### src/rtl/wdt_pkg.sv
// Shared constants and types for the keyed-restart watchdog.
// Assumes 4-bit byte addresses and 32-bit data on the register bus.
package wdt_pkg;
    localparam int          DATA_W     = 32;
    localparam int          ADDR_W     = 4;
    localparam int          SEL_W      = 4;
    localparam logic [3:0]  A_CTRL     = 4'h0;
    localparam logic [3:0]  A_RANGE    = 4'h4;
    localparam logic [3:0]  A_COUNT    = 4'h8;
    localparam logic [3:0]  A_RESTART  = 4'hC;
    localparam logic [31:0] RESTART_KEY = 32'h0000_0076;

    typedef struct packed {
        logic             en;
        logic             mode;
        logic [SEL_W-1:0] run_sel;
        logic [SEL_W-1:0] init_sel;
    } wdt_cfg_t;
endpackage

### src/rtl/wdt_regs.sv
// Register file: sticky enable, mode, two period selects, key check, read mux.
// Assumes one bus access per cycle; read data is combinational on the address.
module wdt_regs
    import wdt_pkg::*;
#(
    parameter int CW = 32
) (
    input  logic              clk,
    input  logic              rst_n,
    input  logic [ADDR_W-1:0] addr,
    input  logic              we,
    input  logic [DATA_W-1:0] wdata,
    input  logic [CW-1:0]     cnt,
    output wdt_cfg_t          cfg,
    output logic              start,
    output logic              kick,
    output logic [DATA_W-1:0] rdata
);
    wdt_cfg_t cfg_q;

    // Decode the enable edge and a keyed restart from the current write.
    always_comb begin
        start = we && (addr == A_CTRL) && wdata[0] && !cfg_q.en;
        kick  = we && (addr == A_RESTART) && (wdata == RESTART_KEY) && cfg_q.en;
    end

    // Hold the control and range fields; enable can only be set by a write.
    always_ff @(posedge clk) begin
        if (!rst_n) begin
            cfg_q <= '0;
        end else if (we) begin
            if (addr == A_CTRL) begin
                cfg_q.en   <= cfg_q.en | wdata[0];
                cfg_q.mode <= wdata[1];
            end else if (addr == A_RANGE) begin
                cfg_q.run_sel  <= wdata[3:0];
                cfg_q.init_sel <= wdata[7:4];
            end
        end
    end

    // Return the addressed register; restart and unmapped addresses read 0.
    always_comb begin
        case (addr)
            A_CTRL:  rdata = {30'd0, cfg_q.mode, cfg_q.en};
            A_RANGE: rdata = {24'd0, cfg_q.init_sel, cfg_q.run_sel};
            A_COUNT: rdata = DATA_W'(cnt);
            default: rdata = '0;
        endcase
    end

    assign cfg = cfg_q;

    AST_EN_STICKY: assert property (@(posedge clk) disable iff (!rst_n)
        cfg_q.en |=> cfg_q.en);
    AST_START_ENABLES: assert property (@(posedge clk) disable iff (!rst_n)
        start |=> cfg_q.en);
endmodule

### src/rtl/wdt_counter.sv
// Down-counter: loads from the initial select on enable and from the
// running select on restart or expiry; flags expiry at zero.
// Assumes start and kick are never high together.
module wdt_counter
    import wdt_pkg::*;
#(
    parameter int BASE_EXP = 16,
    parameter int CW       = BASE_EXP + 16
) (
    input  logic             clk,
    input  logic             rst_n,
    input  logic             en,
    input  logic             start,
    input  logic             kick,
    input  logic [SEL_W-1:0] init_sel,
    input  logic [SEL_W-1:0] run_sel,
    output logic [CW-1:0]    cnt,
    output logic             expire
);
    logic [CW-1:0] cnt_q;
    logic [CW-1:0] init_load;
    logic [CW-1:0] run_load;

    // Terminal value for a select: 2^(BASE_EXP+sel) - 1.
    function automatic logic [CW-1:0] load_of(input logic [SEL_W-1:0] sel);
        logic [CW-1:0] one;
        one = CW'(1);
        return (one << (BASE_EXP + int'(sel))) - one;
    endfunction

    // Precompute the two possible reload values.
    always_comb begin
        init_load = load_of(init_sel);
        run_load  = load_of(run_sel);
    end

    // Expiry happens at zero unless a restart lands in the same cycle.
    assign expire = en && (cnt_q == '0) && !kick;

    // Count down, reloading on enable, restart or expiry.
    always_ff @(posedge clk) begin
        if (!rst_n)              cnt_q <= '0;
        else if (start)          cnt_q <= init_load;
        else if (kick || expire) cnt_q <= run_load;
        else if (en)             cnt_q <= cnt_q - CW'(1);
    end

    assign cnt = cnt_q;

    AST_IDLE_ZERO: assert property (@(posedge clk) disable iff (!rst_n)
        !en |-> cnt_q == '0);
    AST_CNT_STEP: assert property (@(posedge clk) disable iff (!rst_n)
        en && !kick && cnt_q != '0 |=> cnt_q == $past(cnt_q) - CW'(1));
    AST_ZERO_RELOAD: assert property (@(posedge clk) disable iff (!rst_n)
        en && cnt_q == '0 |=> cnt_q != '0);
endmodule

### src/rtl/wdt_response.sv
// Expiry response: in mode 0 a reset pulse at once; in mode 1 an interrupt
// first, then a reset pulse on the next expiry. The pulse is RST_CYC long.
// Assumes kick and expire are never high together.
module wdt_response #(
    parameter int RST_CYC = 8
) (
    input  logic clk,
    input  logic rst_n,
    input  logic expire,
    input  logic mode,
    input  logic kick,
    output logic irq,
    output logic sys_rst
);
    localparam int RC_W = $clog2(RST_CYC + 1);

    logic            irq_q;
    logic [RC_W-1:0] rc_q;
    logic            fire;

    // A reset is due on expiry in mode 0 or with the flag already set.
    assign fire = expire && (!mode || irq_q);

    // Set the interrupt on a first expiry in mode 1; a restart clears it.
    always_ff @(posedge clk) begin
        if (!rst_n)                          irq_q <= 1'b0;
        else if (kick)                       irq_q <= 1'b0;
        else if (expire && mode && !irq_q)   irq_q <= 1'b1;
    end

    // Stretch the reset request to RST_CYC cycles.
    always_ff @(posedge clk) begin
        if (!rst_n)          rc_q <= '0;
        else if (fire)       rc_q <= RC_W'(RST_CYC);
        else if (rc_q != '0) rc_q <= rc_q - RC_W'(1);
    end

    assign irq     = irq_q;
    assign sys_rst = (rc_q != '0);

    AST_MODE0_RESET: assert property (@(posedge clk) disable iff (!rst_n)
        expire && !mode |=> sys_rst);
    AST_MODE1_FIRST: assert property (@(posedge clk) disable iff (!rst_n)
        expire && mode && !irq_q |=> irq_q);
    AST_KICK_CLEARS: assert property (@(posedge clk) disable iff (!rst_n)
        kick |=> !irq_q);
endmodule

### src/rtl/wdt_core.sv
// Top of the keyed-restart watchdog: register file, down-counter and
// expiry response. Assumes BASE_EXP <= 16 so the count fits in 32 bits.
module wdt_core
    import wdt_pkg::*;
#(
    parameter int BASE_EXP = 16,
    parameter int RST_CYC  = 8
) (
    input  logic        clk,
    input  logic        rst_n,
    input  logic [3:0]  bus_addr,
    input  logic        bus_we,
    input  logic [31:0] bus_wdata,
    output logic [31:0] bus_rdata,
    output logic        irq_o,
    output logic        sys_rst_o
);
    localparam int CW = BASE_EXP + 16;

    wdt_cfg_t      cfg;
    logic          start;
    logic          kick;
    logic          expire;
    logic [CW-1:0] cnt;

    wdt_regs #(.CW(CW)) u_regs (
        .clk   (clk),
        .rst_n (rst_n),
        .addr  (bus_addr),
        .we    (bus_we),
        .wdata (bus_wdata),
        .cnt   (cnt),
        .cfg   (cfg),
        .start (start),
        .kick  (kick),
        .rdata (bus_rdata)
    );

    wdt_counter #(.BASE_EXP(BASE_EXP), .CW(CW)) u_counter (
        .clk      (clk),
        .rst_n    (rst_n),
        .en       (cfg.en),
        .start    (start),
        .kick     (kick),
        .init_sel (cfg.init_sel),
        .run_sel  (cfg.run_sel),
        .cnt      (cnt),
        .expire   (expire)
    );

    wdt_response #(.RST_CYC(RST_CYC)) u_resp (
        .clk     (clk),
        .rst_n   (rst_n),
        .expire  (expire),
        .mode    (cfg.mode),
        .kick    (kick),
        .irq     (irq_o),
        .sys_rst (sys_rst_o)
    );

    AST_BAD_KEY: assert property (@(posedge clk) disable iff (!rst_n)
        bus_we && bus_addr == A_RESTART && bus_wdata != RESTART_KEY && cfg.en && cnt != '0
        |=> cnt == $past(cnt) - CW'(1));
endmodule

### config.mk
export PLATFORM = sky130hd
export DESIGN_NAME = wdt_core
export DESIGN_NICKNAME = d
export VERILOG_FILES = /design/src/rtl/wdt_pkg.sv /design/src/rtl/wdt_regs.sv /design/src/rtl/wdt_counter.sv /design/src/rtl/wdt_response.sv /design/src/rtl/wdt_core.sv
export SDC_FILE = /design/constraint.sdc
export NUM_CORES = 1
export LEC_CHECK = 0
export BUFFER_PORTS_ARGS = -buffer_cell sky130_fd_sc_hd__clkbuf_2
export CAP_MARGIN = 5
export CORE_ASPECT_RATIO = 0.6
export CORE_MARGIN = 3
export CORE_UTILIZATION = 52
export CTS_BUF_LIST = sky130_fd_sc_hd__clkbuf_8
export CTS_CLUSTER_DIAMETER = 80
export DETAILED_ROUTE_END_ITERATION = 6
export PLACE_DENSITY = 0.88
export SETUP_SLACK_MARGIN = 0.2
export SLEW_MARGIN = 30
export SYNTH_ARGS = -nofsm -noshare
export SYNTH_HDL_FRONTEND = slang
export SYNTH_SLANG_ARGS = --single-unit
export TNS_END_PERCENT = 30
### constraint.sdc
create_clock -name clk -period 3.43 [get_ports clk]
set_input_delay 0.5145 -clock clk [delete_from_list [all_inputs] [get_ports clk]]
set_output_delay 0.5145 -clock clk [all_outputs]
set_load 0.02 [all_outputs]
==> results summary <==
The aggregate global routing overflow came out at 0. The worst setup path is captured at a flop. The first detailed-routing pass ran for 6 iterations. The path type of the worst min-delay path is primary input to flop. After detailed routing, the average wire length per cell comes to 19.19 µm.

Among all stages on the critical path, the largest delay is contributed by sky130_fd_sc_hd__or4_4. The post-synthesis area per instance came out at 7.311 µm². The first-pass GRT wire length came out at 20.73 mm.

For the finished layout, the period the worst path requires is 3305 ps. The remaining design rule violation count came out at 0. The final worst-path cycle share is between 90 and 100%.

The height of the die came out at 69.97 µm. The count of placed standard cells in the final layout, fillers left out came out at 680. The maximum buffer depth of the clock tree is 2. Global routing used 32.35% of the available tracks across all layers. In this run the power density over the cells is between 300 and 400 nW/µm². The number of warnings printed during yosys synthesis is 0. Of the total power, the clock network draws 25.9%. The total power of the final layout came out at 1.719 mW. The cell count after placement is 656.

The master cell of the clock root buffer is sky130_fd_sc_hd__clkbuf_8. The maximum number of pins on one net before global-route repair came out at 31. The number of global-route vias before repair came out at approximately 4.1k. The number of buffer and inverter instances along the worst setup path came out at 1.

The post-synthesis cell type count came out at 65. The family with the most delay on the worst path is simple AND/OR/NAND/NOR gates. The flow ran to the end, and the final reports show no timing, DRC or antenna violations. The routed wire length is 13.05 mm. Setup violations remaining at the end of the flow were counted as 0. The critical path start-end classification is flop to flop.

The register share of total power came out at a little over a third. Traced cell by cell, the critical path runs through or4_4, or4_4, or4_4, buf_4, nand3_1, a31oi_1, or4_1, mux2i_1, a211o_1. The number of nets with antenna violations after routing came out at 0. The total number of clock tree sinks came out at 47. Setup repair after global routing could not meet its margin everywhere. The synthesized netlist devotes 24.88% of its cell area to compound gates. The fraction of final layout cells sized beyond drive strength 1 is 30.20%.

The setup slack at placement came out at 43.91 ps. Yosys mapped a number of flops with a built-in enable equal to 0. The worst hold slack after final layout is 439.3 ps.

STA classifies the critical path startpoint as a flop. The clock latency on the worst-skew pair came out at between 300 and 400 ps. The final worst clock skew is between 10 and 15 ps. The leakage power came out at 1.888 nW. Summing the areas of all xor and xnor instances in the mapped netlist gives 2.717% of the synthesized area. Of the total power, the share spent switching nets is 34.67%.

Per report_power, the combinational group accounts for a little under 40% of the total. The final worst-path setup slack came out at ~130 ps. The maximum fanout encountered on the critical timing path is 8. For this run, asynchronously set or reset flops after synthesis account for 0%.

Clock tree synthesis inserted a total of 5 buffers. The number of hold violations in the final report came out at 0. After synthesis the netlist holds a flip-flop and latch count of 47. The leading cell type in the layout, fill and taps excluded is sky130_fd_sc_hd__clkbuf_2. The synthesized-area fraction occupied by adder cells came out at 1.059%.

The detail-routed via count per cell is 6.546. For this configuration, the core starts out at a cell density of 55.77%. Among the stages of the critical path, the cell type that occurs most often is sky130_fd_sc_hd__or4_4.

Clock-pin slew was measured on the worst setup and hold paths at 100 ps. The initial antenna violation count was 0. The required time of the worst setup path came out at 3700 ps.

TritonCTS built the clock tree. The headroom to the max-slew limit is 54.18%. The count of final max-slew check failures is 0. The area of all placed cells without fillers is 4623 µm². The area inside the core boundary came out at 6359 µm². The synthesis-to-finish area growth is 30.38%. The top cell types in the final layout, fill and taps aside, are sky130_fd_sc_hd__clkbuf_2 (72), sky130_fd_sc_hd__buf_4 (57), sky130_fd_sc_hd__dfxtp_1 (44), sky130_fd_sc_hd__nand2_1 (43), sky130_fd_sc_hd__nor2_1 (42). The most used flip-flop cell after synthesis is sky130_fd_sc_hd__dfxtp_1. The internal portion of total power is 1.123 mW. By area the synthesized netlist is led by sky130_fd_sc_hd__dfxtp_1 (27%), sky130_fd_sc_hd__a21oi_1 (5.8%), sky130_fd_sc_hd__nand2_1 (4.8%). The reported max-cap violation count is 0.

The number of DRC violations after detailed-routing iteration 0 came out at 594. The maximum clock rate came out at 302.6 MHz. After synthesis, the largest family of logic cells by area is simple AND/OR/NAND/NOR gates. The HPWL after detailed placement is ~9.4 mm. The antenna diode count is 0. The summed negative setup slack over all endpoints is 0 ps.

Routability-driven placement finished with a final weighted congestion of 1.005. The critical path's largest stage delay is 620 ps. The cell count after synthesis came out at around 490. The net switching component of the power came out at between 0.5 and 0.6 mW. The synthesized area is 3546 µm². The signal arrival time at the worst endpoint is between 3000 and 4000 ps. The CTS H-tree depth came out at 2. The worst-margin pin slew came out at roughly 690 ps. The number of vias in the routed layout is 4451. The die outline width came out at 112.6 µm. The cell area after placement came out at 4312 µm².

The net count after synthesis is between 500 and 600. The post-synthesis cell type with the largest combined area is sky130_fd_sc_hd__dfxtp_1. The number of buffer cells added on primary ports came out at between 70 and 80. The total die area is between 7000 and 8000 µm².

The multiplexer share of the synthesized area is 2.893%. In the final design database the tool counted approximately 640 nets. The worst supply voltage drop on vdd is 0.0003404 V. The share of Yosys cell area claimed by the top area cell type is 26.53%. For this run, the share of the core covered by cells in the final layout is slightly above 70%. The row count came out at 22. The sequential fraction of the synthesis area is 26.53%. The number of top-level pins came out at 73. Summing the areas of all and, or, nand and nor instances in the mapped netlist gives 37.72% of the synthesized area.
==> power groups by stage <==
stage / Combinational, mW / Sequential [mW] / Clock, mW
after CTS: 0.628 / 0.610 / 0.448
after detailed placement: 0.569 / 0.624 / 0
after global placement: 0.549 / 0.621 / 0
after floorplan: 0.415 / 0.616 / 0
after global routing: 0.713 / 0.616 / 0.473
final: 0.663 / 0.612 / 0.445
==> flip-flops by register name, summed over array words and instances (netlist names) <==
name,count
u_counter.cnt,32
u_resp.irq,1
u_resp.rc_q,4
u_regs.cfg,10
==> routing by layer <==
metal / vias up / wire length [µm] / global-route usage, %
met3: 69 / 1990 / 11.43
li1: 2028 / - / -
met1: 1992 / 5555 / 45.56
met4: 0 / 390 / 8.400
met2: 362 / 5114 / 46.65
met5: - / 0 / 0
==> final timing paths <==
path / start / to / slack, ps / cells past startpoint
hold / removal: bus_wdata[6] / u_regs.cfg[2]$_SDFFE_PN0P_ / 440 / 3
setup reg to reg: u_counter.cnt[8]$_SDFFE_PN0P_ / u_counter.cnt[29]$_SDFFE_PN0P_ / 130 / 9
setup / recovery: u_counter.cnt[8]$_SDFFE_PN0P_ / u_counter.cnt[29]$_SDFFE_PN0P_ / 130 / 9
hold reg to reg: u_counter.cnt[31]$_SDFFE_PN0P_ / u_counter.cnt[31]$_SDFFE_PN0P_ / 500 / 2
==> Yosys cell counts (8+ instances only) <==
master / n
sky130_fd_sc_hd__a31oi_1: 11
sky130_fd_sc_hd__mux2i_1: 8
sky130_fd_sc_hd__nor2b_1: 8
sky130_fd_sc_hd__nor3_1: 25
sky130_fd_sc_hd__nand2b_1: 8
sky130_fd_sc_hd__o21ai_0: 20
sky130_fd_sc_hd__nor2_1: 44
sky130_fd_sc_hd__dfxtp_1: 47
sky130_fd_sc_hd__nand3_1: 31
sky130_fd_sc_hd__xnor2_1: 8
sky130_fd_sc_hd__and2_1: 26
sky130_fd_sc_hd__clkbuf_1: 24
sky130_fd_sc_hd__nor4_1: 13
sky130_fd_sc_hd__a21oi_1: 41
sky130_fd_sc_hd__nand2_1: 45
==> tightest hold or removal path: cells and delay by family <==
kind | cells | cell delay, ps
compound gates | 1 | 50
buf+inv | 1 | 90
simple gates | 1 | 60
==> cell type report <==
type	instances	area, µm²
Multi-Input combinational cell	403	2608
Fill cell	507	1735
Sequential cell	47	947.2
Timing Repair Buffer	131	819.5
Tap cell	84	105.1
Clock buffer	6	82.58
Clock inverter	2	35.03
Inverter	7	26.28
==> logic make-up (layout without fill, tap and decap cells) <==
| kind of cell | after synthesis | count (layout) |
|---|---|---|
| compound gates | 131 | 131 |
| xor+xnor | 11 | 11 |
| fa+ha+maj | 3 | 3 |
| buf+inv | 35 | 146 |
| flops | 47 | 47 |
| mux | 10 | 10 |
| simple gates | 248 | 248 |
==> timing repair <==
action | CTS | global route
hold buffers | 0 | 0
setup endpoints to repair | 13 | 14
resized for setup | 9 | 5
setup buffers | 14 | 2
pin swaps | 10 | 3
(Power assumes the default switching activity.)
